## config.mk

```make
export PLATFORM = sky130hd
export DESIGN_NAME = sysreg_router
export DESIGN_NICKNAME = d
export VERILOG_FILES = /design/src/rtl/sysreg_pkg.sv /design/src/rtl/sysreg_decode.sv /design/src/rtl/sysreg_resp.sv /design/src/rtl/sysreg_router.sv
export SDC_FILE = /design/constraint.sdc
export NUM_CORES = 1
export LEC_CHECK = 0
export CAP_MARGIN = 15
export CORE_UTILIZATION = 30
export DETAILED_ROUTE_END_ITERATION = 10
export DONT_BUFFER_PORTS = 1
export GPL_TIMING_DRIVEN = 1
export SETUP_SLACK_MARGIN = 0.3
export SLEW_MARGIN = 30
export SYNTH_ARGS = -nofsm -noshare
export SYNTH_HDL_FRONTEND = slang
export SYNTH_SLANG_ARGS = --single-unit
```

## constraint.sdc

```tcl
create_clock -name clk -period 2 [get_ports clk]
set_input_delay 0.1 -clock clk [delete_from_list [all_inputs] [get_ports clk]]
set_output_delay 0.1 -clock clk [all_outputs]
set_load 0.03 [all_outputs]
```

## src/rtl/sysreg_pkg.sv

```systemverilog
package sysreg_pkg;
  // target indices; T_DFLT is the internal responder
  typedef enum logic [2:0] {
    T_SCS     = 3'd0,
    T_TICK_NS = 3'd1,
    T_TICK_S  = 3'd2,
    T_RAS     = 3'd3,
    T_DFLT    = 3'd4
  } tgt_e;

  localparam int NUM_TGT    = 4;
  localparam int LOCAL_W    = 12;
  localparam int SCS_PAGE   = 'h0E;
  localparam int ALIAS_PAGE = 'h2E;
  localparam int TICK_LO    = 'h010;
  localparam int TICK_SIZE  = 'h0E0;
  localparam int RAS_BASE   = 'h05000;
endpackage

```

## src/rtl/sysreg_decode.sv

```systemverilog
module sysreg_decode
  import sysreg_pkg::*;
#(
  parameter int ADDR_W   = 20,
  parameter bit SEC_EXT  = 1'b1,
  parameter bit RAS_EN   = 1'b1,
  parameter int RAS_SIZE = 'h1000
) (
  input  logic [ADDR_W-1:0] addr,
  input  logic              secure,
  output logic [NUM_TGT:0]  hit,
  output logic              fwd_secure
);
  localparam int PAGE_W = ADDR_W - LOCAL_W;

  logic [PAGE_W-1:0]  page;
  logic [LOCAL_W-1:0] lo;
  logic in_scs, in_alias, in_tick, in_ras, sec_tick;

  assign page    = addr[ADDR_W-1:LOCAL_W];
  assign lo      = addr[LOCAL_W-1:0];
  assign in_scs  = (page == PAGE_W'(SCS_PAGE));
  assign in_tick = (lo >= LOCAL_W'(TICK_LO)) && (lo < LOCAL_W'(TICK_LO + TICK_SIZE));

  generate
    if (SEC_EXT) begin : g_sec
      assign in_alias = (page == PAGE_W'(ALIAS_PAGE)) && secure;
      assign sec_tick = secure && !in_alias;
    end else begin : g_nosec
      assign in_alias = 1'b0;
      assign sec_tick = 1'b0;
    end
    if (RAS_EN) begin : g_ras
      assign in_ras = (addr >= ADDR_W'(RAS_BASE)) && (addr < ADDR_W'(RAS_BASE + RAS_SIZE));
    end else begin : g_noras
      assign in_ras = 1'b0;
    end
  endgenerate

  always_comb begin
    hit        = '0;
    fwd_secure = secure && !in_alias;
    if (in_scs || in_alias) begin
      if (in_tick) begin
        if (sec_tick) hit[T_TICK_S]  = 1'b1;
        else          hit[T_TICK_NS] = 1'b1;
      end else begin
        hit[T_SCS] = 1'b1;
      end
    end else if (in_ras) begin
      hit[T_RAS] = 1'b1;
    end else begin
      hit[T_DFLT] = 1'b1;
    end
  end
endmodule

```

## src/rtl/sysreg_resp.sv

```systemverilog
module sysreg_resp #(
  parameter int DATA_W = 32
) (
  input  logic              clk,
  input  logic              rst_n,
  input  logic              accept,
  input  logic              dflt,
  input  logic              priv,
  input  logic [DATA_W-1:0] rdata_in,
  input  logic              rsp_ready,
  output logic              rsp_valid,
  output logic [DATA_W-1:0] rsp_rdata,
  output logic              rsp_fault,
  output logic              can_accept
);
  assign can_accept = !rsp_valid || rsp_ready;

  always_ff @(posedge clk) begin
    if (!rst_n) begin
      rsp_valid <= 1'b0;
      rsp_rdata <= '0;
      rsp_fault <= 1'b0;
    end else if (accept) begin
      rsp_valid <= 1'b1;
      rsp_rdata <= dflt ? '0 : rdata_in;
      rsp_fault <= dflt && !priv;
    end else if (rsp_ready) begin
      rsp_valid <= 1'b0;
    end
  end
endmodule

```

## src/rtl/sysreg_router.sv

```systemverilog
module sysreg_router
  import sysreg_pkg::*;
#(
  parameter int ADDR_W   = 20,
  parameter int DATA_W   = 32,
  parameter bit SEC_EXT  = 1'b1,
  parameter bit RAS_EN   = 1'b1,
  parameter int RAS_SIZE = 'h1000
) (
  input  logic                      clk,
  input  logic                      rst_n,
  input  logic                      req_valid,
  output logic                      req_ready,
  input  logic [ADDR_W-1:0]         req_addr,
  input  logic                      req_write,
  input  logic [DATA_W-1:0]         req_wdata,
  input  logic                      req_priv,
  input  logic                      req_secure,
  output logic                      rsp_valid,
  input  logic                      rsp_ready,
  output logic [DATA_W-1:0]         rsp_rdata,
  output logic                      rsp_fault,
  output logic [NUM_TGT-1:0]        tgt_sel,
  output logic [LOCAL_W-1:0]        tgt_addr,
  output logic                      tgt_write,
  output logic [DATA_W-1:0]         tgt_wdata,
  output logic                      tgt_secure,
  output logic                      tgt_priv,
  input  logic [NUM_TGT*DATA_W-1:0] tgt_rdata
);
  logic [NUM_TGT:0]  hit;
  logic              fwd_secure, accept, dflt_hit;
  logic [DATA_W-1:0] sel_rdata;

  sysreg_decode #(
    .ADDR_W(ADDR_W), .SEC_EXT(SEC_EXT), .RAS_EN(RAS_EN), .RAS_SIZE(RAS_SIZE)
  ) i_decode (
    .addr(req_addr), .secure(req_secure), .hit(hit), .fwd_secure(fwd_secure)
  );

  assign accept     = req_valid && req_ready;
  assign dflt_hit   = hit[T_DFLT];
  assign tgt_sel    = accept ? hit[NUM_TGT-1:0] : '0;
  assign tgt_addr   = req_addr[LOCAL_W-1:0];
  assign tgt_write  = req_write;
  assign tgt_wdata  = req_wdata;
  assign tgt_secure = fwd_secure;
  assign tgt_priv   = req_priv;

  always_comb begin
    sel_rdata = '0;
    for (int t = 0; t < NUM_TGT; t++) begin
      if (hit[t]) sel_rdata = sel_rdata | tgt_rdata[t*DATA_W +: DATA_W];
    end
  end

  sysreg_resp #(.DATA_W(DATA_W)) i_resp (
    .clk(clk), .rst_n(rst_n), .accept(accept), .dflt(dflt_hit), .priv(req_priv),
    .rdata_in(sel_rdata), .rsp_ready(rsp_ready), .rsp_valid(rsp_valid),
    .rsp_rdata(rsp_rdata), .rsp_fault(rsp_fault), .can_accept(req_ready)
  );
endmodule

```

==> results.json, run 1 <==
{
  "status": "finished clean",
  "synth.avg_cell_area_um2": 8.52,
  "via_per_inst": 6.76,
  "synthArstFlopShare_pct": 0,
  "wl_um": 12700,
  "clock.fmax_ghz": 0.583,
  "whs_path_depth": 2,
  "wl_per_cell_um": 25.8,
  "synth_top_family_by_area": "simple AND/OR/NAND/NOR gates",
  "dpl_cell_area_um2": 3260,
  "core_um2": 10500,
  "end_kind": "primary output",
  "drtIter0Drc": 293,
  "grt_pass1_vias": 3314,
  "cts.reportedPaths.clkPinSlew_ps": 80,
  "grt_max_degree": 47,
  "hp-start": "tgt_rdata[92]",
  "die_w_um": 107,
  "hold_viol": 0,
  "finalInstanceArea_um2": 3730,
  "num_rows": 37,
  "antenna_left": 0,
  "synth-simple-area-share_pct": 26.7,
  "area_growth_pct": 13.1,
  "clock_skew_ps": 8.79,
  "max-cap-violations": 0,
  "numCtsBuffers": 5,
  "dr_total_vias": 3318,
  "drtPass1Iterations": 5,
  "p_sw_mw": 0.471,
  "die_h_um": 107,
  "regToRegSetupSlack_ps": 400,
  "yosys-mux-area-fraction_pct": 9.72,
  "ys.flop_type": "dfxtp_1",
  "intPower_mw": 1.05,
  "yosysTopAreaCellShare_pct": 20.7,
  "critical_path_arrival_ps": 1610,
  "synth-edff-count": 0,
  "r2r_end": "i_resp.rsp_rdata[12]",
  "start_util_pct": 31.4,
  "min_period_ps": 1710,
  "worstMarginPinSlew_ps": 1020,
  "tns_ps": 0,
  "cts_htree_levels": 2,
  "clock_path_buffers": 2,
  "start_kind": "input port",
  "synth_compound_area_share_pct": 24.4,
  "peakVddDrop_v": 0.000176,
  "overflow": 0,
  "hold_path.class": "in2reg",
  "ys_seq_area_share_pct": 20.7,
  "yosys_warnings": 0,
  "synth_xor_area_share_pct": 0.266,
  "p_comb_share_pct": 20.4,
  "syn-cell-area_um2": 3300,
  "r2r_start": "i_resp.rsp_valid",
  "finalCritPeriodShare_pct": 85.7,
  "grt_usage_pct": 20.7,
  "seq_power_share_pct": 45.0,
  "yosys-top-cells-count": "64 x a22oi_1, 64 x nor4b_1, 47 x buf_4",
  "worstSetupPathType": "in2out",
  "antenna_found_initial": 1,
  "root_buffer": "clkbuf_8",
  "place_congestion": 0.756,
  "p_per_area_nw_per_um2": 407,
  "synthTopCellsByArea": "dfxtp_1 21%, nor4b_1 17%, a22oi_1 15%",
  "worstRegToRegCells": 7,
  "drive_gt1_share_pct": 15.5,
  "dp_hpwl_um": 8760,
  "p_leak_nw": 0.967,
  "finalPower_mw": 1.52,
  "cts_sinks": 34,
  "drv_slew": 0,
  "power_frac_clock_pct": 34.6,
  "critPathMaxFanout": 32,
  "cts_tree": "done",
  "clock_latency_ps": 290,
  "rsz0062_at_grt": "yes",
  "io_pins": 273,
  "synthAdderAreaFrac_pct": 0,
  "drc": 0,
  "nFillCells": 1071,
  "numPortBuffers": 0,
  "synth_cell_types": 35,
  "grt_pass1_wl_um": 18100,
  "sw_frac_of_total_pct": 31.0,
  "setup_viol": 0,
  "required_ps": 1900,
  "synth-seq-cells": 34,
  "holdPathEnd": "i_resp.rsp_rdata[28]",
  "die-area_um2": 11400,
  "synth_fp_nets": 574,
  "syn_inst": 387,
  "relSlewSlack_pct": 32.0,
  "synth.largest_area_cell": "dfxtp_1",
  "layout.nets": 541
}
-- flip-flops by register name, indices dropped and copies added, names as in the netlist --
register,count
i_resp.rsp_rdata,32
i_resp.rsp_fault,1
i_resp.rsp_valid,1
-- routing by layer --
metal  up-vias  global-route usage, %  part of all wire [%]
met3        21                   5.96                    10
met4         0                   6.36                   2.4
met5         -                      0                     0
met1      1609                   23.6                    39
li1       1446                      -                     -
met2       242                   37.0                    48
-- kinds of logic (layout without fill, tap and decap cells) --
logic type	Yosys count	after routing
other	0	1
muxes	32	32
buffers and inverters	100	67
AOI/OAI and AO/OA	100	100
DFF	34	34
and+or+nand+nor	120	120
xor gates and xnor gates	1	1
-- final cells by class --
cell class / count / area, um2 / share of cell area [%]
inverter: 3 / 16.3 / 0.436
tap: 136 / 170 / 4.57
sequential: 34 / 682 / 18.3
multi-input combinational: 253 / 2140 / 57.5
clock buffer: 7 / 76.3 / 2.05
antenna: 1 / 2.50 / 0.0671
timing repair buffer: 57 / 637 / 17.1
-- repair_timing --
| item | CTS | global route |
|---|---|---|
| buffers inserted | 0 | 2 |
| hold buffers | 28 | 1 |
| gates resized for setup | 4 | 11 |
| cloned | 0 | 1 |
| hold endpoints to repair | 28 | 1 |
| pin swaps | 2 | 1 |
| setup endpoints to repair | 8 | 12 |
-- metrics by stage --
| step | setup WS (ps) | cells | hold slack (ps) | util [%] |
|---|---|---|---|---|
| after floorplan | 231 | 387 | 272 | - |
| after global placement | 172 | 451 | 200 | 31.0 |
| after detailed placement | 74.3 | 451 | 200 | 31.0 |
| after CTS | 266 | 486 | 1.33 | 34.6 |
| after global routing | 261 | 491 | 9.66 | 35.5 |
| final | 286 | 491 | 8.82 | 35.5 |
-- power by group through the flow --
stage,Sequential [mW],Combinational [mW],Clock [mW]
6_report,0.683,0.310,0.525
5_1_grt,0.683,0.328,0.575
4_1_cts,0.683,0.290,0.550
3_5_place_dp,0.699,0.244,0
3_3_place_gp,0.699,0.240,0
2_1_floorplan,0.701,0.347,0
-- how the worst max path moves through the flow --
stage                           from                    to  slack (ps)  cells past startpoint
detailed placement      req_addr[16]  i_resp.rsp_rdata[12]          70                      6
finish                  req_addr[16]            tgt_sel[1]         290                      5
floorplan                req_addr[7]            tgt_sel[0]         230                      5
global placement        req_addr[16]  i_resp.rsp_rdata[24]         170                      6
global route        i_resp.rsp_valid            tgt_sel[1]         260                      6
CTS                 i_resp.rsp_valid            tgt_sel[1]         270                      6
-- critical path, cell delays in order --
cell and delay [ps]:
or4b_4 560, buf_8 200, or4_4 500, nor2_4 100, buf_6 130
-- cell usage in the layout (no fill, tap or decap), types with 3 or more instances in the layout --
| cell type | netlist | final |
|---|---|---|
| buf_4 | 47 | 15 |
| clkbuf_8 | 0 | 5 |
| nor4b_1 | 64 | 64 |
| buf_12 | 0 | 8 |
| a311oi_2 | 3 | 3 |
| dlygate4sd3_1 | 0 | 29 |
| dfxtp_1 | 34 | 33 |
| a22oi_1 | 64 | 64 |
| a311oi_1 | 29 | 29 |
| nand3_1 | 33 | 33 |
| mux2i_1 | 32 | 32 |
| buf_6 | 3 | 3 |
No activity file was read; power rests on OpenSTA's default activity.
==> inputs of run 2 (changes only) <==
- PLACE_DENSITY: default -> 0.51
==> run 2 against run 1 <==
Routed wire length shrank 0.59%. Non-clock buffer count is 11 higher. Flip-flop and latch count did not move. Worst setup slack got worse by 87 ps. Design area increased by 2.5%. Largest cell class unchanged.
==> results.json, run 2 (synthesis gave the netlist of run 1 again) <==
{
  "status": "finished clean",
  "io_pins": 273,
  "clock_skew_ps": 5.62,
  "finalPower_mw": 1.54,
  "regToRegSetupSlack_ps": 260,
  "r2r_end": "i_resp.rsp_rdata[12]",
  "setup_ws_ps": 198,
  "clock_path_buffers": 2,
  "critPathMaxFanout": 3,
  "p_comb_share_pct": 22.4,
  "worstRegToRegCells": 8,
  "fin_cells": 501,
  "required_ps": 1900,
  "r2r_start": "i_resp.rsp_valid",
  "top_register": "i_resp.rsp_rdata",
  "numPortBuffers": 0,
  "critical_path_arrival_ps": 1700,
  "fin_util_pct": 36.3,
  "wl_um": 12600,
  "numCtsBuffers": 5,
  "drtIter0Drc": 438,
  "grt_usage_pct": 20.9,
  "min_period_ps": 1800,
  "overflow": 0,
  "cts_htree_levels": 2,
  "cts_sinks": 34,
  "root_buffer": "clkbuf_8",
  "wl_per_cell_um": 25.1,
  "finalCritPeriodShare_pct": 90.1,
  "clock.fmax_ghz": 0.555,
  "post-place-cells": 450,
  "relSlewSlack_pct": 51.1,
  "hp-start": "tgt_rdata[92]",
  "tns_ps": 0,
  "holdPathEnd": "i_resp.rsp_rdata[28]",
  "end_kind": "primary output",
  "drtPass1Iterations": 6,
  "p_per_area_nw_per_um2": 404,
  "grt_most_used_layer": "met2",
  "antenna_cells": 0,
  "p_sw_mw": 0.471,
  "largest_register_ffs": 32,
  "grt_pass1_vias": 3388,
  "largestRegisters": "i_resp.rsp_rdata (32), i_resp.rsp_fault (1), i_resp.rsp_valid (1)",
  "die-area_um2": 11400,
  "hold_viol": 0,
  "dp_worst_setup_slack_ps": 78.1,
  "start_kind": "flop",
  "dp_hpwl_um": 8380,
  "max-cap-violations": 0,
  "grt_pass1_wl_um": 18500,
  "seq_power_share_pct": 44.4,
  "sw_frac_of_total_pct": 30.6,
  "layout.cells.most_common_list": "64 x nor4b_1, 64 x a22oi_1, 33 x dfxtp_1",
  "drive_gt1_share_pct": 17.5,
  "grt_util_met1_pct": 23.8,
  "num_rows": 37,
  "met2_usage_pct": 37.8,
  "intPower_mw": 1.07,
  "core_um2": 10500,
  "grt.met3_usage_pct": 5.05,
  "dr_total_vias": 3368,
  "worstSetupPathType": "reg2out",
  "grt_max_degree": 45,
  "cts_tree": "done",
  "die_w_um": 107,
  "cts.reportedPaths.clkPinSlew_ps": 70,
  "worstMarginPinSlew_ps": 733,
  "peakVddDrop_v": 0.000203,
  "drv_slew": 0,
  "antenna_left": 0,
  "rsz0062_at_grt": "yes",
  "clock_latency_ps": 290,
  "hold_path.class": "in2reg",
  "start_util_pct": 31.4,
  "area_growth_pct": 15.9,
  "layout.nets": 552,
  "p_leak_nw": 1.03,
  "whs_path_depth": 2,
  "die_h_um": 107,
  "nFillCells": 1087,
  "antenna_found_initial": 1,
  "place_congestion": 0.756,
  "drc": 0,
  "via_per_inst": 6.72,
  "power_frac_clock_pct": 33.1,
  "setup_viol": 0
}
-- run 2: area by class of cell --
type                    instances  area (um2)  share of cell area (%)
well taps                     136         170                    4.45
clock buffers                   7        76.3                    2.00
inverters                       3        16.3                   0.426
multi-input cells             253        2140                    55.9
repair buffers                 68         737                    19.3
flip-flops and latches         34         684                    17.9
-- run 2: power groups by stage --
stage / registers (mW) / logic, mW / clock network [mW]
after floorplan: 0.701 / 0.347 / 0
after global placement: 0.702 / 0.245 / 0
final: 0.685 / 0.346 / 0.511
after global routing: 0.685 / 0.363 / 0.554
after CTS: 0.685 / 0.324 / 0.540
after detailed placement: 0.702 / 0.247 / 0
-- run 2: critical path, cell delays in order (launching register included) --
cell and delay (ps):
dfxtp_4 380, nor2b_4 140, clkinv_4 90, nand2_4 70, or4_4 490, nor2_4 240
-- run 2: layer usage --
metal	routed length, um	vias to the layer above
met3	1110	28
met4	210	2
li1	-	1475
met1	5050	1648
met5	13	-
met2	6200	215
-- run 2: worst max-delay path by stage --
stage	to	slack, ps	depth (start not counted)	from
floorplan	tgt_sel[0]	230	5	req_addr[7]
global placement	i_resp.rsp_rdata[4]	140	6	req_addr[16]
detailed placement	i_resp.rsp_rdata[18]	80	6	req_addr[16]
CTS	tgt_sel[1]	170	5	i_resp.rsp_valid
global route	tgt_sel[1]	150	5	i_resp.rsp_valid
finish	tgt_sel[1]	200	5	i_resp.rsp_valid
-- run 2: repair_timing --
action                                  4_1_cts  5_1_grt
gates cloned                                  1        1
pin swaps                                     5        4
endpoints found under the hold margin        32        0
hold buffers                                 32        0
endpoints found under the setup margin        8       25
resized for setup                             5        5
setup buffers                                 5        4
-- run 2: through the flow --
stage | hold WS [ps] | area [um2]
2_1_floorplan | 272 | 3390
3_3_place_gp | 200 | 3260
3_5_place_dp | 200 | 3260
4_1_cts | 12.4 | 3740
5_1_grt | 19.9 | 3820
6_report | 28.2 | 3820
